`src/rtl/frac_div_pkg.sv`:
```
package frac_div_pkg;
    localparam int FRAC_W  = 25;
    localparam int INT_W   = 12;
    localparam int OFS_W   = 4;
    localparam int N_STAGE = 3;
    localparam int FLOOR_LO = 23;
    localparam int FLOOR_HI = 75;
endpackage

```
`src/rtl/fdc_accum.sv`:
```
module fdc_accum #(
    parameter int W = 25
) (
    input  logic         clk,
    input  logic         rst_n,
    input  logic         en,
    input  logic         clr,
    input  logic [W-1:0] addend,
    output logic [W-1:0] sum_nx,
    output logic         carry
);
    typedef struct packed {
        logic [W-1:0] acc;
    } acc_st_t;

    acc_st_t    st_d, st_q;
    logic [W:0] total;

    always_comb begin
        total  = {1'b0, st_q.acc} + {1'b0, addend};
        carry  = total[W];
        sum_nx = total[W-1:0];
        st_d   = st_q;
        if (clr)
            st_d.acc = '0;
        else if (en)
            st_d.acc = total[W-1:0];
    end

    always_ff @(posedge clk or negedge rst_n) begin
        if (!rst_n) st_q <= '0;
        else        st_q <= st_d;
    end
endmodule

```
`src/rtl/fdc_noise_comb.sv`:
```
module fdc_noise_comb
    import frac_div_pkg::*;
(
    input  logic                    clk,
    input  logic                    rst_n,
    input  logic                    en,
    input  logic                    clr,
    input  logic [N_STAGE-1:0]      carries,
    output logic signed [OFS_W-1:0] ofs
);
    typedef struct packed {
        logic c2_p;
        logic c3_p;
        logic c3_pp;
    } hist_t;

    hist_t hist_d, hist_q;

    always_comb begin
        ofs = $signed(OFS_W'(carries[0]))
            + $signed(OFS_W'(carries[1])) - $signed(OFS_W'(hist_q.c2_p))
            + $signed(OFS_W'(carries[2])) - $signed(OFS_W'({hist_q.c3_p, 1'b0}))
            + $signed(OFS_W'(hist_q.c3_pp));
        hist_d = hist_q;
        if (clr) begin
            hist_d = '0;
        end else if (en) begin
            hist_d.c2_p  = carries[1];
            hist_d.c3_p  = carries[2];
            hist_d.c3_pp = hist_q.c3_p;
        end
    end

    always_ff @(posedge clk or negedge rst_n) begin
        if (!rst_n) hist_q <= '0;
        else        hist_q <= hist_d;
    end
endmodule

```
`src/rtl/fdc_ratio_sat.sv`:
```
module fdc_ratio_sat
    import frac_div_pkg::*;
(
    input  logic [INT_W-1:0]        int_in,
    input  logic signed [OFS_W-1:0] ofs,
    input  logic                    presc_hi,
    output logic [INT_W-1:0]        ratio
);
    localparam int SW = INT_W + 2;
    localparam logic signed [SW-1:0] MAX_V = SW'((1 << INT_W) - 1);

    logic signed [SW-1:0] total;
    logic signed [SW-1:0] floor_v;

    always_comb begin
        floor_v = presc_hi ? SW'(FLOOR_HI) : SW'(FLOOR_LO);
        total   = $signed({2'b00, int_in}) + $signed({{(SW-OFS_W){ofs[OFS_W-1]}}, ofs});
        if (total < floor_v)
            ratio = floor_v[INT_W-1:0];
        else if (total > MAX_V)
            ratio = MAX_V[INT_W-1:0];
        else
            ratio = total[INT_W-1:0];
    end
endmodule

```
`src/rtl/frac_div_ctrl.sv`:
```
module frac_div_ctrl
    import frac_div_pkg::*;
(
    input  logic              clk,
    input  logic              rst_n,
    input  logic [INT_W-1:0]  int_val,
    input  logic [FRAC_W-1:0] frac_val,
    input  logic              load_stb,
    input  logic              auto_clr_dis,
    input  logic              cyc_stb,
    input  logic              cnt_hold,
    input  logic              presc_hi,
    output logic [INT_W-1:0]  div_out,
    output logic              range_err
);
    typedef struct packed {
        logic [INT_W-1:0]  act_int;
        logic [FRAC_W-1:0] act_frac;
        logic [INT_W-1:0]  div;
        logic              range_err;
    } ctl_t;

    ctl_t cur_d, cur_q;

    logic                    mod_clr;
    logic                    mod_en;
    logic [FRAC_W-1:0]       chain [0:N_STAGE];
    logic [N_STAGE-1:0]      carries;
    logic signed [OFS_W-1:0] ofs;
    logic [INT_W-1:0]        sat_int;
    logic signed [OFS_W-1:0] sat_ofs;
    logic [INT_W-1:0]        ratio;
    logic [INT_W-1:0]        act_int_w;

    assign mod_clr  = cnt_hold | (load_stb & ~auto_clr_dis);
    assign mod_en   = cyc_stb & ~mod_clr;
    assign chain[0] = cur_q.act_frac;

    for (genvar k = 0; k < N_STAGE; k++) begin : g_stage
        fdc_accum #(.W(FRAC_W)) u_acc (
            .clk    (clk),
            .rst_n  (rst_n),
            .en     (mod_en),
            .clr    (mod_clr),
            .addend (chain[k]),
            .sum_nx (chain[k+1]),
            .carry  (carries[k])
        );
    end

    fdc_noise_comb u_comb (
        .clk     (clk),
        .rst_n   (rst_n),
        .en      (mod_en),
        .clr     (mod_clr),
        .carries (carries),
        .ofs     (ofs)
    );

    fdc_ratio_sat u_sat (
        .int_in   (sat_int),
        .ofs      (sat_ofs),
        .presc_hi (presc_hi),
        .ratio    (ratio)
    );

    always_comb begin
        cur_d = cur_q;
        if (load_stb) begin
            cur_d.act_int  = int_val;
            cur_d.act_frac = frac_val;
        end
        sat_int = cnt_hold ? cur_d.act_int : cur_q.act_int;
        sat_ofs = cnt_hold ? '0 : ofs;
        if (cnt_hold || mod_en)
            cur_d.div = ratio;
        cur_d.range_err = presc_hi ? (cur_q.act_int < INT_W'(FLOOR_HI))
                                   : (cur_q.act_int < INT_W'(FLOOR_LO));
    end

    always_ff @(posedge clk or negedge rst_n) begin
        if (!rst_n) begin
            cur_q.act_int   <= INT_W'(FLOOR_LO);
            cur_q.act_frac  <= '0;
            cur_q.div       <= INT_W'(FLOOR_LO);
            cur_q.range_err <= 1'b0;
        end else begin
            cur_q <= cur_d;
        end
    end

    assign act_int_w = cur_q.act_int;
    assign div_out   = cur_q.div;
    assign range_err = cur_q.range_err;
endmodule

```
`config.mk`:
```
export PLATFORM = sky130hd
export DESIGN_NAME = frac_div_ctrl
export DESIGN_NICKNAME = d
export VERILOG_FILES = /design/src/rtl/frac_div_pkg.sv /design/src/rtl/fdc_accum.sv /design/src/rtl/fdc_noise_comb.sv /design/src/rtl/fdc_ratio_sat.sv /design/src/rtl/frac_div_ctrl.sv
export SDC_FILE = /design/constraint.sdc
export NUM_CORES = 1
export LEC_CHECK = 0
export BUFFER_PORTS_ARGS = -buffer_cell sky130_fd_sc_hd__buf_2
export CAP_MARGIN = 0
export CORE_ASPECT_RATIO = 0.5
export CORE_MARGIN = 8
export CORE_UTILIZATION = 59
export CTS_CLUSTER_SIZE = 30
export DETAILED_ROUTE_END_ITERATION = 10
export GPL_TIMING_DRIVEN = 0
export MAX_ROUTING_LAYER = met4
export PLACE_DENSITY_LB_ADDON = 0.25
export SLEW_MARGIN = 30
export SYNTH_ARGS = -nofsm -noshare
export SYNTH_HDL_FRONTEND = slang
export SYNTH_SLANG_ARGS = --single-unit
```
`constraint.sdc`:
```
create_clock -name clk -period 9.7 [get_ports clk]
set_input_delay 0.485 -clock clk [delete_from_list [all_inputs] [get_ports clk]]
set_output_delay 0.485 -clock clk [all_outputs]
set_load 0.03 [all_outputs]
```
==> flow_metrics.env, run 1 <==
export IMPL_switching_power_of_the_nets_uw=1320
export IMPL_dieWidth_um=194
export IMPL_max_clock_freq_ghz=0.108
export IMPL_wirelength_um=24300
export IMPL_layout_worst_path_cycle_share_pct=95.3
export IMPL_asyncSetResetFlopFracSynth_pct=100
export IMPL_port_buffer_count=56
export IMPL_core_mm2=0.0155
export IMPL_cts_buffers=17
export IMPL_power_frac_seq_pct=23.7
export IMPL_pwr_share_clk_pct=21.9
export IMPL_finish_stage_setup_viols=0
export IMPL_grt_antenna_before_repair=0
export IMPL_clock_path_buffers=2
export IMPL_clock_sink_count=128
export IMPL_timing_max_cap_violations=0
export IMPL_syn_num_nets=1145
export IMPL_finalHoldViolations=0
export IMPL_number_of_global_route_vias_before_repair=8094
export IMPL_detailed_place_hpwl_um=18200
export IMPL_synth_warnings=0
export IMPL_start_util_pct=60.6
export IMPL_synth_area_mm2=0.00940
export IMPL_tritoncts="built"
export IMPL_whs_ns=0.0139
export IMPL_post_drt_wl_per_cell_um=18.8
export IMPL_final_max_slew_violation_count=0
export IMPL_crit_fanout=7
export IMPL_synth_seq_area_share_pct=34.2
export IMPL_synth_cell_type_count=68
export IMPL_yosysTopAreaCell="sky130_fd_sc_hd__dfrtp_1"
export IMPL_number_of_levels_in_the_clock_h_tree=4
export IMPL_clock_insertion_delay_worst_skew_ns=0.42
export IMPL_number_of_synthesized_flops_with_an_enable_pin=0
export IMPL_yosys_register_bits=128
export IMPL_synthCells=995
export IMPL_critPathMostFrequentCell="sky130_fd_sc_hd__ha_1"
export IMPL_detailedRoute_firstIterationViolations=522
export IMPL_floorplan_io_pins=57
export IMPL_layout_cell_share_with_drive_strength_beyond_1_pct=16.9
export IMPL_final_setup_tns_ns=0
export IMPL_final_setup_worst_slack_ns=0.455
export IMPL_detailroute_via_count=8069
export IMPL_synth_largest_type_area_fraction_pct=32.0
export IMPL_power_combinational_fraction_pct=54.4
export IMPL_global_route_wire_length_before_repair_um=40400
export IMPL_worstSetupStartpointType="register"
export IMPL_detail_route_vias_per_cell=6.23
export IMPL_holdBufCountCts=0
export IMPL_route_antenna_remaining_nets=0
export IMPL_nets=1228
export IMPL_worst_ep_required_time_ns=10.00
export IMPL_antenna_cells=0
export IMPL_gp_routability_congestion=0.947
export IMPL_synth_area_top_cells="sky130_fd_sc_hd__dfrtp_1 (32%), sky130_fd_sc_hd__ha_1 (13%), sky130_fd_sc_hd__mux2_2 (5.2%)"
export IMPL_remaining_global_route_overflow=0
export IMPL_grt_use_total_pct=24.6
export IMPL_slowest_delay_ns=0.52
export IMPL_timing_clock_skew_ns=0.0145
export IMPL_area_growth_synth_to_final_pct=14.4
export IMPL_vdd_ir_drop_max_mv=0.165
export IMPL_critPathArrivalTime_ns=9.55
export IMPL_timing_max_slew_rel_slack_pct=43.5
export IMPL_die_ar_mm2=0.0205
export IMPL_syn_mean_instance_area_um2=9.44
export IMPL_detailedPlace_worstSlack_ns=0.0118
export IMPL_power_density_mw_per_mm2=287
export IMPL_p_int_uw=1760
export IMPL_min_period_ns=9.25
export IMPL_grt_start_max_net_pins=68
export IMPL_critical_path_class="reg -> reg"
export IMPL_cp_slowest_cell="sky130_fd_sc_hd__or3b_2"
export IMPL_leakage_uw=0.00512
export IMPL_outcome="completed"
export IMPL_detailedRoute_firstPassIterationCount=5
export IMPL_power_share_switching_pct=42.9
export IMPL_remaining_drc_errors=0
export IMPL_holdCritPathClass="in -> async"
export IMPL_tightestPinTransition_ns=0.847
export IMPL_core_rowCount=32
export IMPL_synth_top_flop_cell="sky130_fd_sc_hd__dfrtp_1"
export IMPL_overall_die_height_um=105
export IMPL_cts_reportedPaths_clkPinSlew_ns=0.06
export IMPL_clock_root_buffer="sky130_fd_sc_hd__clkbuf_16"
export IMPL_worstSetupEndpointType="register"
==> Yosys cell counts, drive strengths merged, types with 10 or more instances <==
cell / instances
clkbuf: 16
mux2: 43
nand2b: 14
buf: 10
dfrtp: 120
ha: 100
o21a: 22
a21o: 34
a21oi: 69
nand2: 80
a22o: 52
nor3: 18
xnor2: 42
a211oi: 15
nand3: 12
inv: 42
o21ai: 87
nor2: 66
xor2: 19
==> path summary, 6_finish.rpt <==
path,startpoint,slack (ns),end,cells after the start
hold / removal,rst_n,0.01,act_int_w[5]$_DFF_PN0_,1
min in group clk,frac_val[2],0.29,chain[77]$_DFFE_PN0P_,2
hold reg to reg,act_int_w[11]$_DFF_PN0_,0.47,range_err$_DFF_PN0_,1
setup reg to reg,chain[75]$_DFFE_PN0P_,0.45,div_out[8]$_DFFE_PN0P_,44
setup / recovery,chain[75]$_DFFE_PN0P_,0.45,div_out[8]$_DFFE_PN0P_,44
max in group asynchronous,rst_n,8.97,chain[87]$_DFFE_PN0P_,2
==> power by group through the flow <==
stage / Sequential, uW / Clock [uW] / Combinational (uW)
after floorplan: 764 / 0 / 1200
after CTS: 729 / 681 / 1610
after detailed placement: 735 / 0 / 1590
after global placement: 731 / 0 / 1540
after global routing: 746 / 703 / 1850
final: 731 / 675 / 1680
==> logic make-up after synthesis <==
group                    after synthesis  synth area share [%]
XOR/XNOR                              61                  5.69
buffers and inverters                 68                  2.72
flip-flops                           128                  34.2
AND/OR/NAND/NOR                      239                  12.0
AO/OA/AOI/OAI                        346                  25.2
adder cells (fa/ha/maj)              106                  14.6
multiplexers                          47                  5.58
==> critical path: cells and delay by family (launching register included) <==
family,cells,cell delay (ns)
AOI/OAI and AO/OA,15,2.73
xor gates and xnor gates,2,0.41
adders and majority gates,9,2.67
buffers and inverters,5,0.56
DFF,1,0.36
and+or+nand+nor,13,2.36
==> cell usage in the layout (no fill, tap or decap), types with 16 or more instances in the layout <==
cell type                   Yosys  routed
sky130_fd_sc_hd__xor2_1        19      19
sky130_fd_sc_hd__nor3_1        17      16
sky130_fd_sc_hd__ha_1         100      95
sky130_fd_sc_hd__a21o_1        34      34
sky130_fd_sc_hd__xnor2_1       42      40
sky130_fd_sc_hd__a22o_1        52      52
sky130_fd_sc_hd__nor2_1        66      66
sky130_fd_sc_hd__buf_2          0      55
sky130_fd_sc_hd__inv_1         42      41
sky130_fd_sc_hd__nand2_1       80      80
sky130_fd_sc_hd__mux2_2        43      43
sky130_fd_sc_hd__dfrtp_1      120     120
sky130_fd_sc_hd__o21ai_0       86      83
sky130_fd_sc_hd__a21oi_1       69      65
sky130_fd_sc_hd__clkbuf_16      0      17
sky130_fd_sc_hd__o21a_1        22      22
==> per-stage QoR <==
| step | cells | area, um^2 | utilization [%] | power, uW |
|---|---|---|---|---|
| 2_1_floorplan | 995 | 9400 | - | 1970 |
| 3_3_place_gp | 1255 | 9930 | 64.1 | 2270 |
| 3_5_place_dp | 1256 | 9970 | 64.3 | 2330 |
| 4_1_cts | 1288 | 10600 | 68.3 | 3020 |
| 5_1_grt | 1295 | 10700 | 69.4 | 3290 |
| 6_report | 1295 | 10700 | 69.4 | 3080 |
==> state kept, by name, summed over array words and instances, names as in the netlist <==
name                count
act_int_w              12
chain                  25
g_stage.u_acc.st_q     75
u_comb.hist_q           3
div_out                12
range_err               1
==> layer usage <==
metal  GRT usage, %  routed length (um)  up-vias
met5              -                   0        -
met4           7.80                 427        0
met3           4.06                1370       40
met2           37.2               10600      261
met1           33.5               11900     3918
li1               -                   -     3850
==> layout make-up <==
cell class	instances	area [um^2]
multi-input combinational	799	6030
fill	1242	4750
sequential	128	3210
clock buffer	19	453
timing repair buffer	66	383
tap	204	255
inverter	42	161
clock inverter	13	160
buffer	24	90.1
==> what timing repair did <==
action                                  CTS  global route
endpoints found under the setup margin    7            12
endpoints found under the hold margin     0             0
cloned                                    0             0
pin swaps                                 0             3
resized for setup                         1            23
setup buffers                             0             9
Power figures use the tool's default switching activity.
==> run 2: changes to the inputs <==
--- a/config.mk
+++ b/config.mk
@@ -9,7 +9,7 @@
 export CAP_MARGIN = 0
 export CORE_ASPECT_RATIO = 0.5
 export CORE_MARGIN = 8
-export CORE_UTILIZATION = 59
+export CORE_UTILIZATION = 23
 export CTS_CLUSTER_SIZE = 30
 export DETAILED_ROUTE_END_ITERATION = 10
 export GPL_TIMING_DRIVEN = 0
@@ -18,4 +18,5 @@
 export SLEW_MARGIN = 30
 export SYNTH_ARGS = -nofsm -noshare
 export SYNTH_HDL_FRONTEND = slang
+export SYNTH_HIERARCHICAL = 1
 export SYNTH_SLANG_ARGS = --single-unit
==> flow_metrics.env, run 2 <==
export IMPL_core_mm2=0.0472
export IMPL_syn_mean_instance_area_um2=9.16
export IMPL_footprint_of_the_flip_flops_and_latches_mm2=0.00321
export IMPL_layout_commonest_cell="sky130_fd_sc_hd__dfrtp_1"
export IMPL_clock_root_buffer="sky130_fd_sc_hd__clkbuf_16"
export IMPL_grt_use_total_pct=11.7
export IMPL_worst_ep_required_time_ns=10.03
export IMPL_worst_path_buf_inv=8
export IMPL_detailroute_via_count=9381
export IMPL_layout_cell_share_with_drive_strength_beyond_1_pct=21.1
export IMPL_die_ar_mm2=0.0557
export IMPL_layout_worst_path_cycle_share_pct=94.4
export IMPL_detailedPlace_worstSlack_ns=-0.330
export IMPL_tightestPinTransition_ns=0.801
export IMPL_syn_num_nets=1355
export IMPL_crit_fanout=7
export IMPL_timing_max_slew_rel_slack_pct=46.6
export IMPL_whs_ns=0.271
export IMPL_startpoint_of_the_tightest_hold_check_path="frac_val[18]"
export IMPL_clock_path_buffers=2
export IMPL_worstSetupEndpointType="register"
export IMPL_slowest_delay_ns=0.48
export IMPL_remaining_global_route_overflow=0
export IMPL_grt_antenna_before_repair=0
export IMPL_post_dp_cell_area_mm2=0.0122
export IMPL_tritoncts="built"
export IMPL_cp_slowest_cell="sky130_fd_sc_hd__fa_1"
export IMPL_clock_insertion_delay_worst_skew_ns=0.44
export IMPL_gp_routability_congestion=0.848
export IMPL_min_period_ns=9.15
export IMPL_cts_reportedPaths_clkPinSlew_ns=0.07
export IMPL_synth_warnings=6
export IMPL_finalHoldViolations=0
export IMPL_power_density_mw_per_mm2=162
export IMPL_filler_cell_count=5094
export IMPL_remaining_drc_errors=0
export IMPL_number_of_levels_in_the_clock_h_tree=4
export IMPL_rr_endpoint="div_out[5]$_DFFE_PN0P_"
export IMPL_timing_reg2reg_worst_path_depth=42
export IMPL_grt_start_max_net_pins=67
export IMPL_floorplan_io_pins=57
export IMPL_holdCritPathClass="in -> reg"
export IMPL_start_util_pct=23.4
export IMPL_global_route_wire_length_before_repair_um=51400
export IMPL_critPathArrivalTime_ns=9.48
export IMPL_leakage_uw=0.00572
export IMPL_critical_register_to_register_path_startpoint="chain[76]$_DFFE_PN0P_"
export IMPL_area_growth_synth_to_final_pct=17.9
export IMPL_final_setup_tns_ns=0
export IMPL_worstSetupStartpointType="register"
export IMPL_antenna_cells=0
export IMPL_detailed_place_hpwl_um=24200
export IMPL_max_flop_register="g_stage.u_acc/st_q"
export IMPL_final_cell_area_mm2=0.0130
export IMPL_hold_path_end="chain[93]$_DFFE_PN0P_"
export IMPL_synthCells=1207
export IMPL_timing_max_cap_violations=0
export IMPL_core_rowCount=56
export IMPL_max_reg_flops=75
export IMPL_route_antenna_remaining_nets=0
export IMPL_timing_clock_skew_ns=0.0144
export IMPL_max_clock_freq_ghz=0.109
export IMPL_dieWidth_um=326
export IMPL_number_of_global_route_vias_before_repair=9308
export IMPL_port_buffer_count=56
export IMPL_mostFrequentLayoutCells="sky130_fd_sc_hd__dfrtp_1 (120), sky130_fd_sc_hd__ha_1 (97), sky130_fd_sc_hd__nand2_1 (95), sky130_fd_sc_hd__nor2_1 (94), sky130_fd_sc_hd__a21oi_1 (74)"
export IMPL_area_used_by_multi_input_combinational_logic_mm2=0.00756
export IMPL_finish_stage_setup_viols=0
export IMPL_detail_route_vias_per_cell=4.83
export IMPL_regToRegSetupSlack_ns=0.55
export IMPL_final_max_slew_violation_count=0
export IMPL_detailedRoute_firstIterationViolations=542
export IMPL_clock_sink_count=128
export IMPL_worst_hold_path_num_cells=2
export IMPL_final_setup_worst_slack_ns=0.546
export IMPL_post_drt_wl_per_cell_um=16.2
export IMPL_dominant_delay_contributor_by_cell_family_on_the_critical_path="compound AO/OA/AOI/OAI gates"
export IMPL_wirelength_um=31500
export IMPL_cts_buffers=17
export IMPL_critical_path_class="reg -> reg"
export IMPL_outcome="completed"
export IMPL_synth_area_mm2=0.0111
export IMPL_nets=1441
export IMPL_overall_die_height_um=171
export IMPL_vdd_ir_drop_max_mv=0.114
export IMPL_detailedRoute_firstPassIterationCount=4
[run 2: timing repair]
| action | CTS | global route |
|---|---|---|
| hold buffers | 1 | 0 |
| hold endpoints to repair | 6 | 0 |
| setup buffers | 0 | 8 |
| gates resized for setup | 3 | 35 |
| endpoints found under the setup margin | 7 | 12 |
| pin swaps | 0 | 8 |
[run 2: power breakdown]
part           internal [uW]  total [uW]  leakage [uW]  switching, uW
combinational            315         816       0.00377            501
sequential               587         616       0.00165           29.0
clock                    405         684      0.000300            279
total                   1310        2120       0.00572            809
[run 2: stage by stage]
stage          util [%]  power [uW]  instances
2_1_floorplan         -        1220       1207
3_3_place_gp       25.7        1420       1901
3_5_place_dp       25.8        1420       1903
4_1_cts            27.2        2120       1936
5_1_grt            27.6        2270       1944
6_report           27.6        2120       1944
[run 2: per-layer routing]
layer / global-route usage [%] / part of all wire (%)
met2: 17.4 / 43
met5: - / 0
met3: 2.03 / 2.3
met4: 3.57 / 1.9
met1: 16.2 / 53
[run 2: layout make-up]
type | instances | area share, %
Tap cell | 638 | 6.13
Buffer | 58 | 2.55
Multi-Input combinational cell | 992 | 58.0
Inverter | 29 | 0.835
Timing Repair Buffer | 67 | 3.06
Clock inverter | 12 | 1.14
Sequential cell | 128 | 24.7
Clock buffer | 20 | 3.58
[run 2: worst max-delay path by stage]
stage	slack, ns	cells after the start	endpoint	from
global route	-0.04	40	div_out[5]$_DFFE_PN0P_	chain[87]$_DFFE_PN0P_
CTS	0.00009	41	div_out[5]$_DFFE_PN0P_	chain[75]$_DFFE_PN0P_
detailed placement	-0.33	39	div_out[5]$_DFFE_PN0P_	chain[75]$_DFFE_PN0P_
global placement	-0.76	39	div_out[5]$_DFFE_PN0P_	chain[75]$_DFFE_PN0P_
floorplan	0.85	38	div_out[5]$_DFFE_PN0P_	chain[75]$_DFFE_PN0P_
finish	0.55	42	div_out[5]$_DFFE_PN0P_	chain[76]$_DFFE_PN0P_
==> run 3: changes to the inputs <==
--- a/config.mk
+++ b/config.mk
@@ -5,6 +5,7 @@
 export SDC_FILE = /design/constraint.sdc
 export NUM_CORES = 1
 export LEC_CHECK = 0
+export ABC_AREA = 1
 export BUFFER_PORTS_ARGS = -buffer_cell sky130_fd_sc_hd__buf_2
 export CAP_MARGIN = 0
 export CORE_ASPECT_RATIO = 0.5
==> flow_metrics.env, run 3 <==
export IMPL_outcome="completed"
export IMPL_clock_root_buffer="sky130_fd_sc_hd__clkbuf_16"
export IMPL_placedCellCount=2625
export IMPL_grt_use_total_pct=12.7
export IMPL_clock_insertion_delay_worst_skew_ns=0.44
export IMPL_detailroute_via_count=11200
export IMPL_timing_max_slew_rel_slack_pct=46.0
export IMPL_overall_die_height_um=178
export IMPL_route_antenna_remaining_nets=0
export IMPL_final_cell_area_mm2=0.0139
export IMPL_layout_commonest_cell="sky130_fd_sc_hd__nand2_1"
export IMPL_crit_fanout=11
export IMPL_worstSetupEndpointType="register"
export IMPL_filler_cell_count=5853
export IMPL_critPathMostFrequentCell="sky130_fd_sc_hd__nand2_1"
export IMPL_max_reg_flops=75
export IMPL_number_of_global_route_vias_before_repair=11100
export IMPL_gp_routability_congestion=0.901
export IMPL_layout_worst_path_cycle_share_pct=85.3
export IMPL_floorplan_io_pins=57
export IMPL_grt_start_max_net_pins=49
export IMPL_worstSetupStartpointType="register"
export IMPL_rsz0062_at_grt="false"
export IMPL_clock_sink_count=128
export IMPL_area_used_by_multi_input_combinational_logic_mm2=0.00747
export IMPL_slowest_delay_ns=0.60
export IMPL_max_clock_freq_ghz=0.121
export IMPL_finish_stage_setup_viols=0
export IMPL_vdd_ir_drop_max_mv=0.0839
export IMPL_detailedRoute_firstIterationViolations=723
export IMPL_power_frac_seq_pct=28.3
export IMPL_pwr_share_clk_pct=33.9
export IMPL_cts_repair_resized=0
export IMPL_postCtsSetupBuffers=0
export IMPL_port_buffer_count=56
export IMPL_synth_area_mm2=0.0120
export IMPL_finalHoldViolations=0
export IMPL_synthCells=1866
export IMPL_core_rowCount=59
export IMPL_total_power_uw=2150
export IMPL_timing_clock_skew_ns=0.0154
export IMPL_critPathArrivalTime_ns=8.60
export IMPL_post_dp_cell_area_mm2=0.0133
export IMPL_critical_path_class="reg -> reg"
export IMPL_holdCritPathClass="in -> reg"
export IMPL_power_combinational_fraction_pct=37.8
export IMPL_number_of_levels_in_the_clock_h_tree=4
export IMPL_wirelength_um=36600
export IMPL_syn_num_nets=2014
export IMPL_die_ar_mm2=0.0604
export IMPL_nets=2092
export IMPL_mostFrequentLayoutCells="sky130_fd_sc_hd__nand2_1 (725), sky130_fd_sc_hd__inv_1 (320), sky130_fd_sc_hd__dfrtp_1 (120), sky130_fd_sc_hd__nand3_1 (113), sky130_fd_sc_hd__ha_1 (98)"
export IMPL_min_period_ns=8.28
export IMPL_remaining_drc_errors=0
export IMPL_layout_cell_share_with_drive_strength_beyond_1_pct=12.2
export IMPL_start_util_pct=23.2
export IMPL_leakage_uw=0.00792
export IMPL_max_flop_register="g_stage.u_acc/st_q"
export IMPL_tightestPinTransition_ns=0.807
export IMPL_timing_max_cap_violations=0
export IMPL_finish_cell_count_without_fillers=2658
export IMPL_footprint_of_the_flip_flops_and_latches_mm2=0.00321
export IMPL_core_mm2=0.0518
export IMPL_tritoncts="built"
export IMPL_cp_slowest_cell="sky130_fd_sc_hd__nor2_1"
export IMPL_antenna_cells=0
export IMPL_remaining_global_route_overflow=0
export IMPL_detailed_place_hpwl_um=29900
export IMPL_power_density_mw_per_mm2=154
export IMPL_whs_ns=0.277
export IMPL_post_drt_wl_per_cell_um=13.8
export IMPL_syn_mean_instance_area_um2=6.46
export IMPL_detail_route_vias_per_cell=4.22
export IMPL_synth_warnings=6
export IMPL_final_max_slew_violation_count=0
export IMPL_power_share_switching_pct=39.1
export IMPL_final_setup_tns_ns=0
export IMPL_p_int_uw=1310
export IMPL_detailedRoute_firstPassIterationCount=5
export IMPL_dieWidth_um=340
export IMPL_cts_buffers=17
export IMPL_switching_power_of_the_nets_uw=840
export IMPL_area_growth_synth_to_final_pct=15.7
export IMPL_global_route_wire_length_before_repair_um=59800
export IMPL_grt_antenna_before_repair=0
export IMPL_cts_reportedPaths_clkPinSlew_ns=0.06
export IMPL_clock_path_buffers=2
export IMPL_worst_ep_required_time_ns=10.02
## run 3: path summary, 6_finish.rpt
kind                                                         end  slack (ns)                                   from  cells after the start
setup / recovery                          div_out[3]$_DFFE_PN0P_        1.42                  chain[75]$_DFFE_PN0P_                     51
hold / removal                             chain[90]$_DFFE_PN0P_        0.28                           frac_val[15]                      2
setup reg to reg                          div_out[3]$_DFFE_PN0P_        1.42                  chain[75]$_DFFE_PN0P_                     51
hold reg to reg            g_stage[1].u_acc/st_q[14]$_DFFE_PN0P_        0.48  g_stage[1].u_acc/st_q[14]$_DFFE_PN0P_                      2
max in group asynchronous                 div_out[0]$_DFFE_PN1P_        8.24                                  rst_n                      4
min in group asynchronous                  chain[78]$_DFFE_PN0P_        0.52                                  rst_n                      2
## run 3: layout make-up
cell class / count / share of cell area [%]
clock buffer: 21 / 3.45
multi-input combinational: 1386 / 53.6
timing repair buffer: 59 / 2.55
buffer: 24 / 0.916
tap: 701 / 6.29
clock inverter: 11 / 1.27
inverter: 328 / 8.83
sequential: 128 / 23.1
## run 3: stage by stage
| step | utilization (%) | setup WS [ns] |
|---|---|---|
| after floorplan | - | 2.72 |
| after global placement | 25.5 | 1.36 |
| after detailed placement | 25.6 | 1.45 |
| after CTS | 26.9 | 1.40 |
| after global routing | 26.9 | 0.513 |
| final | 26.9 | 1.42 |
## run 3: layer usage
layer	up-vias	wire, um	track usage [%]
li1	5929	-	-
met1	5088	19200	17.6
met2	183	15800	19.6
met3	17	1360	2.00
met4	0	252	2.28
met5	-	0	-
## run 3: what timing repair did
| action | CTS | global route |
|---|---|---|
| hold buffers | 1 | 0 |
| setup endpoints to repair | 0 | 0 |
| hold endpoints to repair | 37 | 0 |
## run 3: power groups by stage
stage / Combinational, uW / Clock, uW / Sequential (uW)
global route: 921 / 776 / 615
CTS: 821 / 753 / 609
global placement: 812 / 0 / 619
floorplan: 573 / 0 / 632
detailed placement: 815 / 0 / 618
finish: 813 / 729 / 609
## run 3: critical path: cells and delay by family (launching register included)
kind | cells | cell delay [ns]
simple gates | 35 | 3.99
fa+ha+maj | 7 | 2.62
compound gates | 4 | 0.74
flops | 1 | 0.38
xor+xnor | 1 | 0.21
buf+inv | 4 | 0.20
